===== src/rtl/settle_pkg.sv =====
package settle_pkg;

  typedef struct packed {
    logic loadTimer;
    logic setErr;
    logic clrErr;
  } settleCtrl_t;

  function automatic int winUs(input int res, input int gain,
                               input int fast12, input int slow12,
                               input int fast16, input int slow16);
    if (res == 0) return (gain <= 4) ? fast12 : slow12;
    else          return (gain <= 1) ? fast16 : slow16;
  endfunction

  function automatic int maxOf4(input int a, input int b, input int c, input int d);
    int m;
    m = a;
    if (b > m) m = b;
    if (c > m) m = c;
    if (d > m) m = d;
    return m;
  endfunction

endpackage


===== src/rtl/settle_ctrl.sv =====
module settle_ctrl
  import settle_pkg::*;
(
  input  logic        clk,
  input  logic        rstN,
  input  logic        convStart,
  input  logic        errClr,
  input  logic        timerBusy,
  output settleCtrl_t ctrl
);

  always_comb begin
    ctrl.loadTimer = convStart;
    ctrl.setErr    = convStart & timerBusy;
    ctrl.clrErr    = errClr;
  end

  // every start, violating or not, must reload the timer
  p_violation_reloads_r9: assert property (@(posedge clk) disable iff (!rstN)
    convStart |=> timerBusy);

endmodule


===== src/rtl/settle_datapath.sv =====
module settle_datapath
  import settle_pkg::*;
#(
  parameter int GAIN_W    = 3,
  parameter int CLK_MHZ   = 250,
  parameter int FAST12_US = 10,
  parameter int SLOW12_US = 30,
  parameter int FAST16_US = 5,
  parameter int SLOW16_US = 20
) (
  input  logic              clk,
  input  logic              rstN,
  input  settleCtrl_t       ctrl,
  input  logic [GAIN_W-1:0] gainCode,
  input  logic              resSel,
  output logic              timerBusy,
  output logic              errFlag
);

  localparam int TBL_N   = 2 << GAIN_W;
  localparam int MAX_CYC = CLK_MHZ * maxOf4(FAST12_US, SLOW12_US, FAST16_US, SLOW16_US);
  localparam int CNT_W   = $clog2(MAX_CYC + 1);

  logic [CNT_W-1:0] winTable [TBL_N];
  logic [CNT_W-1:0] remaining;
  logic [CNT_W-1:0] loadVal;
  logic [GAIN_W:0]  tblIdx;

  for (genvar i = 0; i < TBL_N; i++) begin : g_win
    localparam int RES  = i >> GAIN_W;
    localparam int GAIN = i % (1 << GAIN_W);
    localparam int CYC  = CLK_MHZ * winUs(RES, GAIN, FAST12_US, SLOW12_US,
                                          FAST16_US, SLOW16_US);
    assign winTable[i] = CNT_W'(CYC);
  end

  assign tblIdx  = {resSel, gainCode};
  assign loadVal = winTable[tblIdx] - CNT_W'(1);

  always_ff @(posedge clk) begin
    if (!rstN)                remaining <= '0;
    else if (ctrl.loadTimer)  remaining <= loadVal;
    else if (remaining != '0) remaining <= remaining - CNT_W'(1);
  end

  assign timerBusy = (remaining != '0);

  always_ff @(posedge clk) begin
    if (!rstN)            errFlag <= 1'b0;
    else if (ctrl.setErr) errFlag <= 1'b1;
    else if (ctrl.clrErr) errFlag <= 1'b0;
  end

  // an unreloaded window counts down by one each cycle
  p_countdown_r2: assert property (@(posedge clk) disable iff (!rstN)
    timerBusy && !ctrl.loadTimer |=> remaining == $past(remaining) - CNT_W'(1));

  // the flag holds without a clear
  p_sticky_r7: assert property (@(posedge clk) disable iff (!rstN)
    errFlag && !ctrl.clrErr |=> errFlag);

  // a violation beats a simultaneous clear
  p_set_wins_r8: assert property (@(posedge clk) disable iff (!rstN)
    ctrl.setErr && ctrl.clrErr |=> errFlag);

  // the flag only rises because of a violation
  p_rise_cause_r5: assert property (@(posedge clk) disable iff (!rstN)
    $rose(errFlag) |-> $past(ctrl.setErr));

endmodule


===== src/rtl/settle_monitor.sv =====
module settle_monitor
  import settle_pkg::*;
#(
  parameter int GAIN_W    = 3,
  parameter int CLK_MHZ   = 250,
  parameter int FAST12_US = 10,
  parameter int SLOW12_US = 30,
  parameter int FAST16_US = 5,
  parameter int SLOW16_US = 20
) (
  input  logic              clk,
  input  logic              rstN,
  input  logic              convStart,
  input  logic [GAIN_W-1:0] gainCode,
  input  logic              resSel,
  input  logic              errClr,
  output logic              errFlag,
  output logic              busy
);

  settleCtrl_t ctrl;
  logic        timerBusy;

  settle_ctrl u_ctrl (
    .clk       (clk),
    .rstN      (rstN),
    .convStart (convStart),
    .errClr    (errClr),
    .timerBusy (timerBusy),
    .ctrl      (ctrl)
  );

  settle_datapath #(
    .GAIN_W    (GAIN_W),
    .CLK_MHZ   (CLK_MHZ),
    .FAST12_US (FAST12_US),
    .SLOW12_US (SLOW12_US),
    .FAST16_US (FAST16_US),
    .SLOW16_US (SLOW16_US)
  ) u_dp (
    .clk       (clk),
    .rstN      (rstN),
    .ctrl      (ctrl),
    .gainCode  (gainCode),
    .resSel    (resSel),
    .timerBusy (timerBusy),
    .errFlag   (errFlag)
  );

  assign busy = timerBusy;

  // a start during the window raises the flag
  p_busy_start_flags_r5: assert property (@(posedge clk) disable iff (!rstN)
    convStart && busy |=> errFlag);

  // a start outside the window leaves the flag alone
  p_idle_start_clean_r6: assert property (@(posedge clk) disable iff (!rstN)
    convStart && !busy && !errClr |=> $stable(errFlag));

endmodule


===== config.mk =====
export PLATFORM = sky130hd
export DESIGN_NAME = settle_monitor
export DESIGN_NICKNAME = d
export VERILOG_FILES = /design/src/rtl/settle_pkg.sv /design/src/rtl/settle_ctrl.sv /design/src/rtl/settle_datapath.sv /design/src/rtl/settle_monitor.sv
export SDC_FILE = /design/constraint.sdc
export NUM_CORES = 1
export LEC_CHECK = 0
export BUFFER_PORTS_ARGS = -buffer_cell sky130_fd_sc_hd__buf_2
export CAP_MARGIN = 20
export CELL_PAD_IN_SITES_DETAIL_PLACEMENT = 1
export CELL_PAD_IN_SITES_GLOBAL_PLACEMENT = 1
export CORE_MARGIN = 2
export CORE_UTILIZATION = 38
export DETAILED_ROUTE_END_ITERATION = 8
export GPL_TIMING_DRIVEN = 1
export PLACE_DENSITY = 0.82
export SETUP_SLACK_MARGIN = 0.1
export SKIP_CTS_REPAIR_TIMING = 1
export SLEW_MARGIN = 20
export SYNTH_ARGS = -nofsm -noshare
export SYNTH_HDL_FRONTEND = slang
export SYNTH_HIERARCHICAL = 1
export SYNTH_SLANG_ARGS = --single-unit

===== constraint.sdc =====
create_clock -name clk -period 1.8 [get_ports clk]
set_input_delay 0 -clock clk [delete_from_list [all_inputs] [get_ports clk]]
set_output_delay 0 -clock clk [all_outputs]
set_load 0.02 [all_outputs]

=== Yosys cells after proc, flatten, opt, wreduce, memory -nomap -nowiden ===
Memory sizes are Yosys's and may differ from the RTL's.
Index checks and enable logic that the tools add are counted.

* Bits of input ports: 8
* Memories kept: 1
* Output and inout bits: 2
* Flip-flop bits (word level): 14
* Bits in read-only memories: 208

{| class="wikitable"
|+ Memories
! name !! depth !! width !! read ports !! clocked after Yosys merged registers in !! wr ports !! line !! RTL
|-
| (name not given) || 16 || 13 || 1 || 0 || 0 || settle_datapath.sv:38 || <nowiki>assign loadVal = winTable[tblIdx] - CNT_W'(1);</nowiki>
|}

* Multiplexer cells: 6
* Reductions and logical operators: 3
* $add $sub $neg: 2
* Bitwise gates (word level): 2
* Order comparisons: 1

{| class="wikitable"
|+ Operators by type and width
! cell !! count
|-
| 2-to-1 mux 13 bit || 4
|-
| subtractor 13 x 1 -> 13 bit (second input constant) || 2
|-
| nonzero test 13 bit || 1
|-
| >= comparator 5 bit (second input constant) || 1
|-
| inverter 4 -> 5 bit || 1
|-
| nonzero test 2 bit || 2
|-
| 2-to-1 mux 1 bit || 2
|-
| AND 1 bit || 1
|}

=== Logic depth before layout (Yosys ltp) ===
Gate-level depths: netlist (run 1).

* Depth in word-level cells: 6
* Mapped depth: 7
* Mapped depth without buffers: 6

=== By module ===
The synthesis (run 1) kept the hierarchy.

{| class="wikitable"
|+ Modules (own cells, without submodules)
! module !! instances !! cells each !! seq. area each (um^2) !! area an instance (um^2)
|-
| settle_datapath || 1 || 104 || 280.3 || 898.4
|-
| settle_ctrl || 1 || 3 || 0.0 || 21.3
|}

=== Worst setup path before layout (run 1) ===
No wires, ideal clock.

* Kind: reg-to-reg
* Start point: register u_dp.remaining[0]
* End point: register u_dp.remaining[10]
* Path slack: -0.168 ns
* Path buffers: 1
* Library setup time: 0.120 ns
* Data arrival time: 1.848 ns
* Stages on the path, launching flop included: 8
* Clock period less this slack: 1.968 ns
* Cells stage by stage: dfxtp_1 > inv_1 > ha_1 > or3b_2 > clkbuf_1 > or4_4 > a221oi_2 > nor2_1

* Longest elaborated chain between the ends: 3
* Elaborated cells on any way between the ends: 5

{| class="wikitable"
|+ Ends and longest elaborated chain
! what !! line !! RTL
|-
| start, declared || settle_datapath.sv:25 || <nowiki>logic [CNT_W-1:0] remaining;</nowiki>
|-
| start signal, assigned || settle_datapath.sv:42 || <nowiki>else if (ctrl.loadTimer) remaining <= loadVal;</nowiki>
|-
| start signal, assigned || settle_datapath.sv:43 || <nowiki>else if (remaining != '0) remaining <= remaining - CNT_W'(1);</nowiki>
|-
| subtractor 13 x 1 -> 13 bit || settle_datapath.sv:43 ||
|-
| 2-to-1 mux 13 bit || settle_datapath.sv:43 ||
|-
| 2-to-1 mux 13 bit || settle_datapath.sv:42 ||
|}

Several ways; a longest one is shown, not always the timed one. The select of a mux whose other input is x is not followed.
A chain may end at the register's enable or synchronous reset.

=== Final worst setup path (run 1) ===
Ends and elaborated chain as after synthesis.

==> flow_metrics.env, run 1 <==
export IMPL_routabilityCongestion=0.811
export IMPL_synth_area_leader_cell="dfxtp_1"
export IMPL_die_area_sq_mm=0.00283
export IMPL_drive_gt1_share_pct=37.3
export IMPL_synth_area_sq_um=920
export IMPL_finalNonFillerCells=154
export IMPL_clockRootBuffer="clkbuf_4"
export IMPL_grt_antenna_before_repair=0
export IMPL_grt_max_degree=21
export IMPL_seq_area_sq_um=289
export IMPL_avgSynthCellArea_sq_um=8.59
export IMPL_num_vias=980
export IMPL_synth_cell_types=42
export IMPL_dp_hpwl_mm=2.01
export IMPL_slew_headroom_pct=68.7
export IMPL_ys_flop_type="dfxtp_1"
export IMPL_area_growth_pct=27.1
export IMPL_worst_path_buf_inv=1
export IMPL_ys_warnings_count=6
export IMPL_end_kind="flop"
export IMPL_grt_pass1_vias=941
export IMPL_synth_top_area_share_pct=30.5
export IMPL_synth_xor_area_share_pct=3.81
export IMPL_via_per_inst=6.36
export IMPL_die_w_um=53.2
export IMPL_multiInputGateArea_sq_um=646
export IMPL_rr_startpoint="u_dp/remaining[0]"
export IMPL_dp_cells=149
export IMPL_ant_nets=0
export IMPL_worst_pin_slew_ps=464
export IMPL_critPathTopFamily="simple AND/OR/NAND/NOR gates"
export IMPL_synthAdderAreaFrac_pct=4.08
export IMPL_io_pins=10
export IMPL_slew_viol_final=0
export IMPL_pwr_density_cell_mw_per_mm2=787
export IMPL_layout_nets=139
export IMPL_rsz0062_at_grt="true"
export IMPL_min_delay_start="errClr"
export IMPL_clk_latency_ps=280
export IMPL_path_clk_slew_ps=90
export IMPL_synth_compound_area_share_pct=26.1
export IMPL_wl_per_cell_um=20.2
export IMPL_reg2regPathDepth=6
export IMPL_outcome="completed"
export IMPL_start_util_pct=40.8
export IMPL_clock_sinks=14
export IMPL_fin_crit_sh_pct=99.6
export IMPL_synthArstFlopShare_pct=0
export IMPL_hp_class="primary input to flop"
export IMPL_cts_tree="done"
export IMPL_drt_iter0_markers=34
export IMPL_nFillCells=284
export IMPL_synth_top_family_by_area="simple AND/OR/NAND/NOR gates"
export IMPL_crit_chain="inv_4, ha_4, or3b_4, or4_4, a221oi_2, nor2_1"
export IMPL_synthCells=107
export IMPL_crit_fanout=4
export IMPL_clock_skew_ps=1.81
export IMPL_worst_path_largest_cell_delay_ps=420
export IMPL_startpoint_type="flop"
export IMPL_netlist_top_cells_count="dfxtp_1 (14), o21ai_0 (9), nor2_1 (7)"
export IMPL_track_usage_pct=22.5
export IMPL_cts_buffer_depth=2
export IMPL_fp_row_count=17
export IMPL_holdPathStages=3
export IMPL_peakVddDrop_mv=0.457
export IMPL_grt_overflow_total=0
export IMPL_worstSetupPathType="flop to flop"
export IMPL_rr_endpoint="u_dp/remaining[10]"
export IMPL_ys_top_cells_by_area="dfxtp_1 (30%), o21ai_0 (4.9%), a21boi_0 (4.1%)"
export IMPL_hold_viol=0
export IMPL_ys_ff_latch=14
export IMPL_drc_errors=0
export IMPL_synth_most_common_cell="dfxtp_1"
export IMPL_power_leakage_nw=0.480
export IMPL_synthMuxAreaShare_pct=1.22
export IMPL_cp_slowest_cell="or4_4"
export IMPL_synth_yosys_seq_area_share_pct=30.5
export IMPL_holdPathEnd="u_dp/errFlag"
export IMPL_finalSetupViolCount=0
export IMPL_cts_made_buffers=3
export IMPL_portBuffers=9
export IMPL_grt_pass1_wl_mm=4.51
export IMPL_coreArea_sq_mm=0.00225
export IMPL_synth_edff_count=0
export IMPL_n_antenna_cell=0
export IMPL_timing_final_ws_setup_ps=7.59
export IMPL_h_tree_depth=1
export IMPL_yosys_area_share_simple_pct=28.2
export IMPL_cap_viol_max_count=0
export IMPL_layout_min_cycle_time_ps=1790
export IMPL_routed_wl_mm=3.12
export IMPL_cp_arrival_ps=1960
export IMPL_die_y_um=53.2
export IMPL_worst_ep_required_time_ps=1960
export IMPL_syn_nets=118
export IMPL_max_freq_mhz=558
export IMPL_pre_cts_ws_ps=-4.16
export IMPL_r2r_slack_ps=8
export IMPL_firstDrtPassIters=4
-- state kept, by name (all words and copies together), names as in the netlist --
register,cells
u_dp/remaining,13
u_dp/errFlag,1
-- per-stage QoR --
stage	TNS [ps]	hold WS, ps	util, %	instance area, sq um	power, W
floorplan	-26.8	130	-	961	0.000578
finish	0	52.2	51.8	1170	0.000920
CTS	-15.4	30.9	48.9	1100	0.000866
global route	-36.8	47.5	51.8	1170	0.000969
detailed placement	-4.16	330	47.9	1080	0.000685
global placement	0	311	47.9	1080	0.000668
-- layout make-up --
class,count,share of cell area [%]
Timing Repair Buffer,23,13.4
Sequential cell,14,24.7
Multi-Input combinational cell,82,55.2
Clock buffer,3,1.93
Inverter,4,1.71
Tap cell,28,3.00
-- worst min-delay path, stage by stage --
cell and delay [ps]:
buf_2 80, nor2b_1 40, o21a_1 170
-- per-layer routing --
| metal | vias to the layer above | track usage, % | part of all wire (%) |
|---|---|---|---|
| li1 | 437 | - | - |
| met1 | 489 | 27.7 | 40 |
| met2 | 42 | 38.5 | 52 |
| met3 | 12 | 2.54 | 5.9 |
| met4 | 0 | 10.7 | 1.9 |
| met5 | - | 0 | 0 |
-- logic make-up after synthesis --
logic type / Yosys count
buf+inv: 11
flops: 14
fa+ha+maj: 3
mux: 1
xor+xnor: 4
compound gates: 33
simple gates: 41
-- worst max-delay path by stage --
stage,endpoint,start,slack (ps),cells past startpoint
floorplan,u_dp/remaining[10],u_dp/remaining[1],-30,7
global placement,u_dp/remaining[10],u_dp/remaining[0],50,6
detailed placement,u_dp/remaining[10],u_dp/remaining[0],-4,6
CTS,u_dp/remaining[10],u_dp/remaining[0],-20,6
global route,u_dp/remaining[10],u_dp/remaining[0],-40,6
finish,u_dp/remaining[10],u_dp/remaining[0],8,6
-- layout by cell type, fill, tap and decap left out, types with 2 or more instances in the layout --
cell type | Yosys | final
or4_4 | 2 | 2
a21boi_0 | 5 | 4
or3_1 | 2 | 2
and3_1 | 3 | 2
o21ai_1 | 0 | 2
o31a_1 | 2 | 2
nor2_1 | 7 | 6
nand3_1 | 4 | 3
o21a_1 | 5 | 5
xor2_1 | 2 | 2
dfxtp_4 | 0 | 2
ha_1 | 3 | 2
nand2b_1 | 2 | 2
buf_2 | 0 | 8
nor4_2 | 2 | 3
xnor2_1 | 2 | 2
inv_1 | 4 | 2
nor3_1 | 4 | 3
buf_4 | 2 | 14
nand2_1 | 4 | 4
clkbuf_4 | 0 | 3
nor2b_1 | 3 | 3
o21ai_0 | 9 | 6
inv_4 | 0 | 2
dfxtp_1 | 14 | 11
-- where the power goes --
group / internal, W / switching [W] / leakage [nW]
logic: 0.000171 / 0.000192 / 0.348
clock network: 0.0000775 / 0.000104 / 0.0138
registers: 0.000339 / 0.0000364 / 0.117
total: 0.000588 / 0.000333 / 0.480
(Power assumes the default switching activity.)
==> run 2, diff against run 1 <==
Settings changed: CELL_PAD_IN_SITES_DETAIL_PLACEMENT 1 to default, CELL_PAD_IN_SITES_GLOBAL_PLACEMENT 1 to default, CORE_UTILIZATION 38 to 50, PLACE_DENSITY 0.82 to 0.83, SYNTH_HIERARCHICAL 1 to default.
==> run 2 against run 1 <==
  * Flip-flop and latch count did not move
  * Fmax rose by 9.3%
  * Register-to-register slack improved by 150 ps
  * Largest power group unchanged
  * Highest routed layer unchanged
==> flow_metrics.env, run 2 <==
export IMPL_layout_min_cycle_time_ps=1640
export IMPL_rsz0062_at_grt="false"
export IMPL_io_pins=10
export IMPL_dp_cells=125
export IMPL_ys_top_cells_by_area="dfxtp_1 (34%), nor2_1 (7.2%), xnor2_1 (6.3%)"
export IMPL_fp_row_count=14
export IMPL_worst_pin_slew_ps=381
export IMPL_drive_gt1_share_pct=28.7
export IMPL_reg2regPathDepth=4
export IMPL_syn_nets=108
export IMPL_portBuffers=9
export IMPL_synth_yosys_seq_area_share_pct=33.6
export IMPL_cts_made_buffers=3
export IMPL_holdPathStages=4
export IMPL_worstSetupPathType="flop to flop"
export IMPL_timing_final_ws_setup_ps=159
export IMPL_ys_flop_type="dfxtp_1"
export IMPL_tns_ps=0
export IMPL_pre_cts_ws_ps=137
export IMPL_h_tree_depth=1
export IMPL_n_antenna_cell=0
export IMPL_cap_viol_max_count=0
export IMPL_clk_latency_ps=280
export IMPL_finalNonFillerCells=131
export IMPL_ant_nets=0
export IMPL_drt_iter0_markers=20
export IMPL_area_growth_pct=22.2
export IMPL_die_y_um=44.9
export IMPL_worst_ep_required_time_ps=2010
export IMPL_switchingPower_w=0.000282
export IMPL_start_util_pct=54.1
export IMPL_ys_warnings_count=0
export IMPL_ys_ff_latch=14
export IMPL_die_w_um=44.9
export IMPL_final_cell_mix="nor2_1 (15), dfxtp_1 (14), buf_2 (9)"
export IMPL_slew_viol_final=0
export IMPL_nFillCells=134
export IMPL_synth_cell_types=36
export IMPL_via_per_inst=5.94
export IMPL_firstDrtPassIters=4
export IMPL_netlist_top_cells_count="nor2_1 (16), dfxtp_1 (14), a21oi_1 (8)"
export IMPL_die_area_sq_mm=0.00201
export IMPL_end_kind="flop"
export IMPL_power_leakage_nw=0.385
export IMPL_track_usage_pct=22.5
export IMPL_largest_register="u_dp.remaining"
export IMPL_fin_crit_sh_pct=91.1
export IMPL_clock_skew_ps=1.13
export IMPL_routed_wl_mm=1.99
export IMPL_finalSetupViolCount=0
export IMPL_num_vias=778
export IMPL_max_freq_mhz=610
export IMPL_reg_largest_list="u_dp.remaining (13), u_dp.errFlag (1)"
export IMPL_synth_area_leader_cell="dfxtp_1"
export IMPL_wl_per_cell_um=15.2
export IMPL_layout_nets=125
export IMPL_pwr_density_cell_mw_per_mm2=844
export IMPL_dp_hpwl_mm=1.47
export IMPL_drc_errors=0
export IMPL_combPwrFrac_pct=29.4
export IMPL_synth_most_common_cell="nor2_1"
export IMPL_grt_pass1_wl_mm=3.19
export IMPL_synth_area_sq_um=835
export IMPL_synthCells=99
export IMPL_startpoint_type="flop"
export IMPL_hp_class="primary input to flop"
export IMPL_grt_max_degree=13
export IMPL_grt_overflow_total=0
export IMPL_routabilityCongestion=0.866
export IMPL_slew_headroom_pct=74.4
export IMPL_cts_buffer_depth=2
export IMPL_crit_fanout=5
export IMPL_grt_antenna_before_repair=0
export IMPL_clock_sinks=14
export IMPL_p_seq_share_pct=44.4
export IMPL_cts_tree="done"
export IMPL_synth_top_area_share_pct=33.6
export IMPL_coreArea_sq_mm=0.00154
export IMPL_p_int_w=0.000578
export IMPL_path_clk_slew_ps=80
export IMPL_outcome="completed"
export IMPL_avgSynthCellArea_sq_um=8.43
export IMPL_hold_viol=0
export IMPL_synth_edff_count=0
export IMPL_clockRootBuffer="clkbuf_4"
export IMPL_synthArstFlopShare_pct=0
export IMPL_grt_pass1_vias=761
export IMPL_clock_power_share_pct=26.2
export IMPL_layout_commonest_cell="nor2_1"
export IMPL_p_sw_share_pct=32.8
export IMPL_largest_reg_flops=13
export IMPL_peakVddDrop_mv=0.447
export IMPL_cp_arrival_ps=1850
-- run 2: cell count changes after synthesis, sizes merged, moves of 3 or more --
cell and change:
or4 -3, o21a -4, a21boi -4, and3 -3
clkbuf -3, xnor2 +4, a21oi +7, nor2 +9
-- run 2: worst paths after layout --
| kind | from | to | slack [ps] |
|---|---|---|---|
| worst max-delay path | u_dp.remaining[4] | u_dp.remaining[4] | 160 |
| worst min-delay path | errClr | u_dp.errFlag | 60 |
| worst max register to register | u_dp.remaining[4] | u_dp.remaining[4] | 160 |
| worst min register to register | u_dp.remaining[0] | u_dp.remaining[0] | 490 |
-- run 2: cells by family (layout without fill, tap and decap cells) --
kind of cell             after synthesis  after routing  synth area share (%)
AND/OR/NAND/NOR                       40             40                  27.7
AO/OA/AOI/OAI                         28             28                  24.9
flip-flops                            14             14                  33.6
XOR/XNOR                               8              8                  8.40
buffers and inverters                  8             24                  3.90
adder cells (fa/ha/maj)                1              1                  1.50
-- run 2: worst max-delay path, stage by stage, from the launching register on --
cell and delay (ps):
dfxtp_1 380, nor4_2 410, nand4_1 270, a2111o_1 420, o21ai_0 90
-- run 2: metrics by stage --
step / instance area [sq um] / util [%] / hold WS (ps) / total power, W
after detailed placement: 932 / 60.5 / 285 / 0.000617
after global placement: 932 / 60.5 / 275 / 0.000606
after floorplan: 851 / - / 136 / 0.000555
after CTS: 968 / 62.8 / -25.9 / 0.000844
final: 1020 / 66.2 / 63.0 / 0.000860
after global routing: 1020 / 66.2 / 65.2 / 0.000907
-- run 2: per-layer routing --
layer / wire length (um) / GRT usage (%) / vias to the layer above
met4: 53 / 13.5 / 0
met5: 0 / 0 / -
li1: - / - / 393
met1: 802 / 24.6 / 356
met2: 1030 / 38.0 / 23
met3: 96 / 7.20 / 6
-- run 2: final cells by class --
| type | count | area, sq um | area share (%) |
|---|---|---|---|
| Inverter | 5 | 18.8 | 1.84 |
| Timing Repair Buffer | 15 | 92.6 | 9.08 |
| Sequential cell | 14 | 280 | 27.5 |
| Clock buffer | 4 | 36.3 | 3.56 |
| Multi-Input combinational cell | 77 | 572 | 56.1 |
| Tap cell | 16 | 20.0 | 1.96 |
-- run 2: power groups by stage --
stage	clock network, W	logic, W	registers (W)
after CTS	0.000232	0.000234	0.000378
after floorplan	0	0.000177	0.000378
final	0.000226	0.000252	0.000382
after global placement	0	0.000225	0.000381
after detailed placement	0	0.000234	0.000384
after global routing	0.000246	0.000276	0.000386
==> run 3, diff against run 2 <==
Settings changed: PLACE_DENSITY 0.83 to 0.82, SYNTH_HIERARCHICAL from default to 1.
==> run 3 against run 2 <==
  * Die area up 9.3%
  * Via count rose by 22%
  * Clock-buffer cell count stayed put
  * First-iteration DRC count increased by 90%
  * Sequential share of layout area decreased by 3.0 points
  * Clock power increased by 4%
  * Hold slack lost 57 ps
  * Largest power group unchanged
  * Wire length rose by 24%
==> flow_metrics.env, run 3 (synthesis gave the netlist of run 1 again) <==
export IMPL_cp_slowest_cell="or4_4"
export IMPL_tns_ps=0
export IMPL_worst_ep_required_time_ps=1990
export IMPL_final_cell_mix="buf_4 (14), dfxtp_1 (12), buf_2 (8)"
export IMPL_die_w_um=46.9
export IMPL_hold_viol=0
export IMPL_r2r_slack_ps=20
export IMPL_h_tree_depth=1
export IMPL_grt_pass1_wl_mm=3.61
export IMPL_outcome="completed"
export IMPL_worst_pin_slew_ps=425
export IMPL_finalSetupViolCount=0
export IMPL_grt_max_degree=21
export IMPL_fin_crit_sh_pct=98.8
export IMPL_drive_gt1_share_pct=34.6
export IMPL_routabilityCongestion=0.853
export IMPL_fp_row_count=15
export IMPL_area_growth_pct=28.0
export IMPL_routed_wl_mm=2.47
export IMPL_start_util_pct=53.3
export IMPL_dp_hpwl_mm=1.70
export IMPL_via_per_inst=6.27
export IMPL_slew_headroom_pct=71.4
export IMPL_layout_commonest_cell="buf_4"
export IMPL_rr_endpoint="u_dp/remaining[10]"
export IMPL_hp_class="primary input to flop"
export IMPL_slew_viol_final=0
export IMPL_path_clk_slew_ps=90
export IMPL_grt_pass1_vias=802
export IMPL_portBuffers=9
export IMPL_drc_errors=0
export IMPL_dp_cells=145
export IMPL_totalPowerFinal_w=0.000956
export IMPL_finalNonFillerCells=152
export IMPL_die_y_um=46.9
export IMPL_worst_path_largest_cell_delay_ps=570
export IMPL_crit_chain="or4_4, or4_4, a221oi_2, nor2_1"
export IMPL_end_kind="flop"
export IMPL_layout_min_cycle_time_ps=1780
export IMPL_largest_reg_flops=13
export IMPL_firstDrtPassIters=4
export IMPL_track_usage_pct=23.7
export IMPL_num_vias=953
export IMPL_reg_largest_list="u_dp/remaining (13), u_dp/errFlag (1)"
export IMPL_grt_antenna_before_repair=0
export IMPL_clockRootBuffer="clkbuf_4"
export IMPL_worstSetupPathType="flop to flop"
export IMPL_min_delay_start="errClr"
export IMPL_reg2regPathDepth=4
export IMPL_clock_skew_ps=0.410
export IMPL_hold_slack_ps=6.43
export IMPL_grt_overflow_total=0
export IMPL_startpoint_type="flop"
export IMPL_cts_buffer_depth=2
export IMPL_ant_nets=0
export IMPL_clock_sinks=14
export IMPL_io_pins=10
export IMPL_coreArea_sq_mm=0.00173
export IMPL_clk_latency_ps=290
export IMPL_layout_nets=139
export IMPL_largest_register="u_dp/remaining"
export IMPL_wl_per_cell_um=16.2
export IMPL_drt_iter0_markers=38
export IMPL_max_freq_mhz=562
export IMPL_cap_viol_max_count=0
export IMPL_rsz0062_at_grt="true"
export IMPL_cts_made_buffers=3
export IMPL_die_area_sq_mm=0.00220
export IMPL_cts_tree="done"
export IMPL_power_leakage_nw=0.490
export IMPL_nFillCells=133
export IMPL_n_antenna_cell=0
export IMPL_crit_fanout=5
export IMPL_holdPathStages=3
export IMPL_holdPathEnd="u_dp/errFlag"
export IMPL_cp_arrival_ps=1960
export IMPL_final_util_pct=68.2
export IMPL_rr_startpoint="u_dp/remaining[6]"
export IMPL_pwr_density_cell_mw_per_mm2=812
export IMPL_path_common_cell="or4_4"
export IMPL_peakVddDrop_mv=0.579
==> run 3: through the flow <==
step | worst slack (ps) | cell area (sq um)
finish | 21.8 | 1180
global route | -17.6 | 1180
global placement | 64.3 | 1070
CTS | -5.19 | 1100
detailed placement | 9.49 | 1070
floorplan | -26.8 | 961
==> run 3: power breakdown <==
part | switching, W | internal [W] | total [W]
Clock | 0.000112 | 0.000123 | 0.000235
Sequential | 0.0000375 | 0.000339 | 0.000376
Combinational | 0.000175 | 0.000169 | 0.000344
==> run 3: cell type report <==
cell class	instances	area [sq um]	area share [%]
Timing Repair Buffer	23	156	13.3
Sequential cell	14	288	24.4
Inverter	4	20.0	1.70
Multi-Input combinational cell	82	646	54.8
Clock buffer	4	36.3	3.08
Tap cell	25	31.3	2.66
==> run 3: worst max-delay path by stage <==
stage,depth (start not counted),start,to
final,4,u_dp/remaining[6],u_dp/remaining[10]
after CTS,4,u_dp/remaining[7],u_dp/remaining[10]
after floorplan,7,u_dp/remaining[1],u_dp/remaining[10]
after global routing,6,u_dp/remaining[1],u_dp/remaining[10]
after global placement,4,u_dp/remaining[7],u_dp/remaining[10]
after detailed placement,4,u_dp/remaining[7],u_dp/remaining[10]
==> run 3: worst max-delay path: cells and delay by family, from the launching register on <==
family | cells | cell delay, ps
DFF | 1 | 320
AOI/OAI and AO/OA | 1 | 230
and+or+nand+nor | 3 | 1130
==> run 3: routing by layer <==
metal  vias to the layer above  routed length [um]  GRT usage, %
li1                        445                   -             -
met1                       446                 974          27.8
met2                        52                1240          42.7
met3                        10                 168          3.46
met4                         0                  86          10.0
met5                         -                   0             0
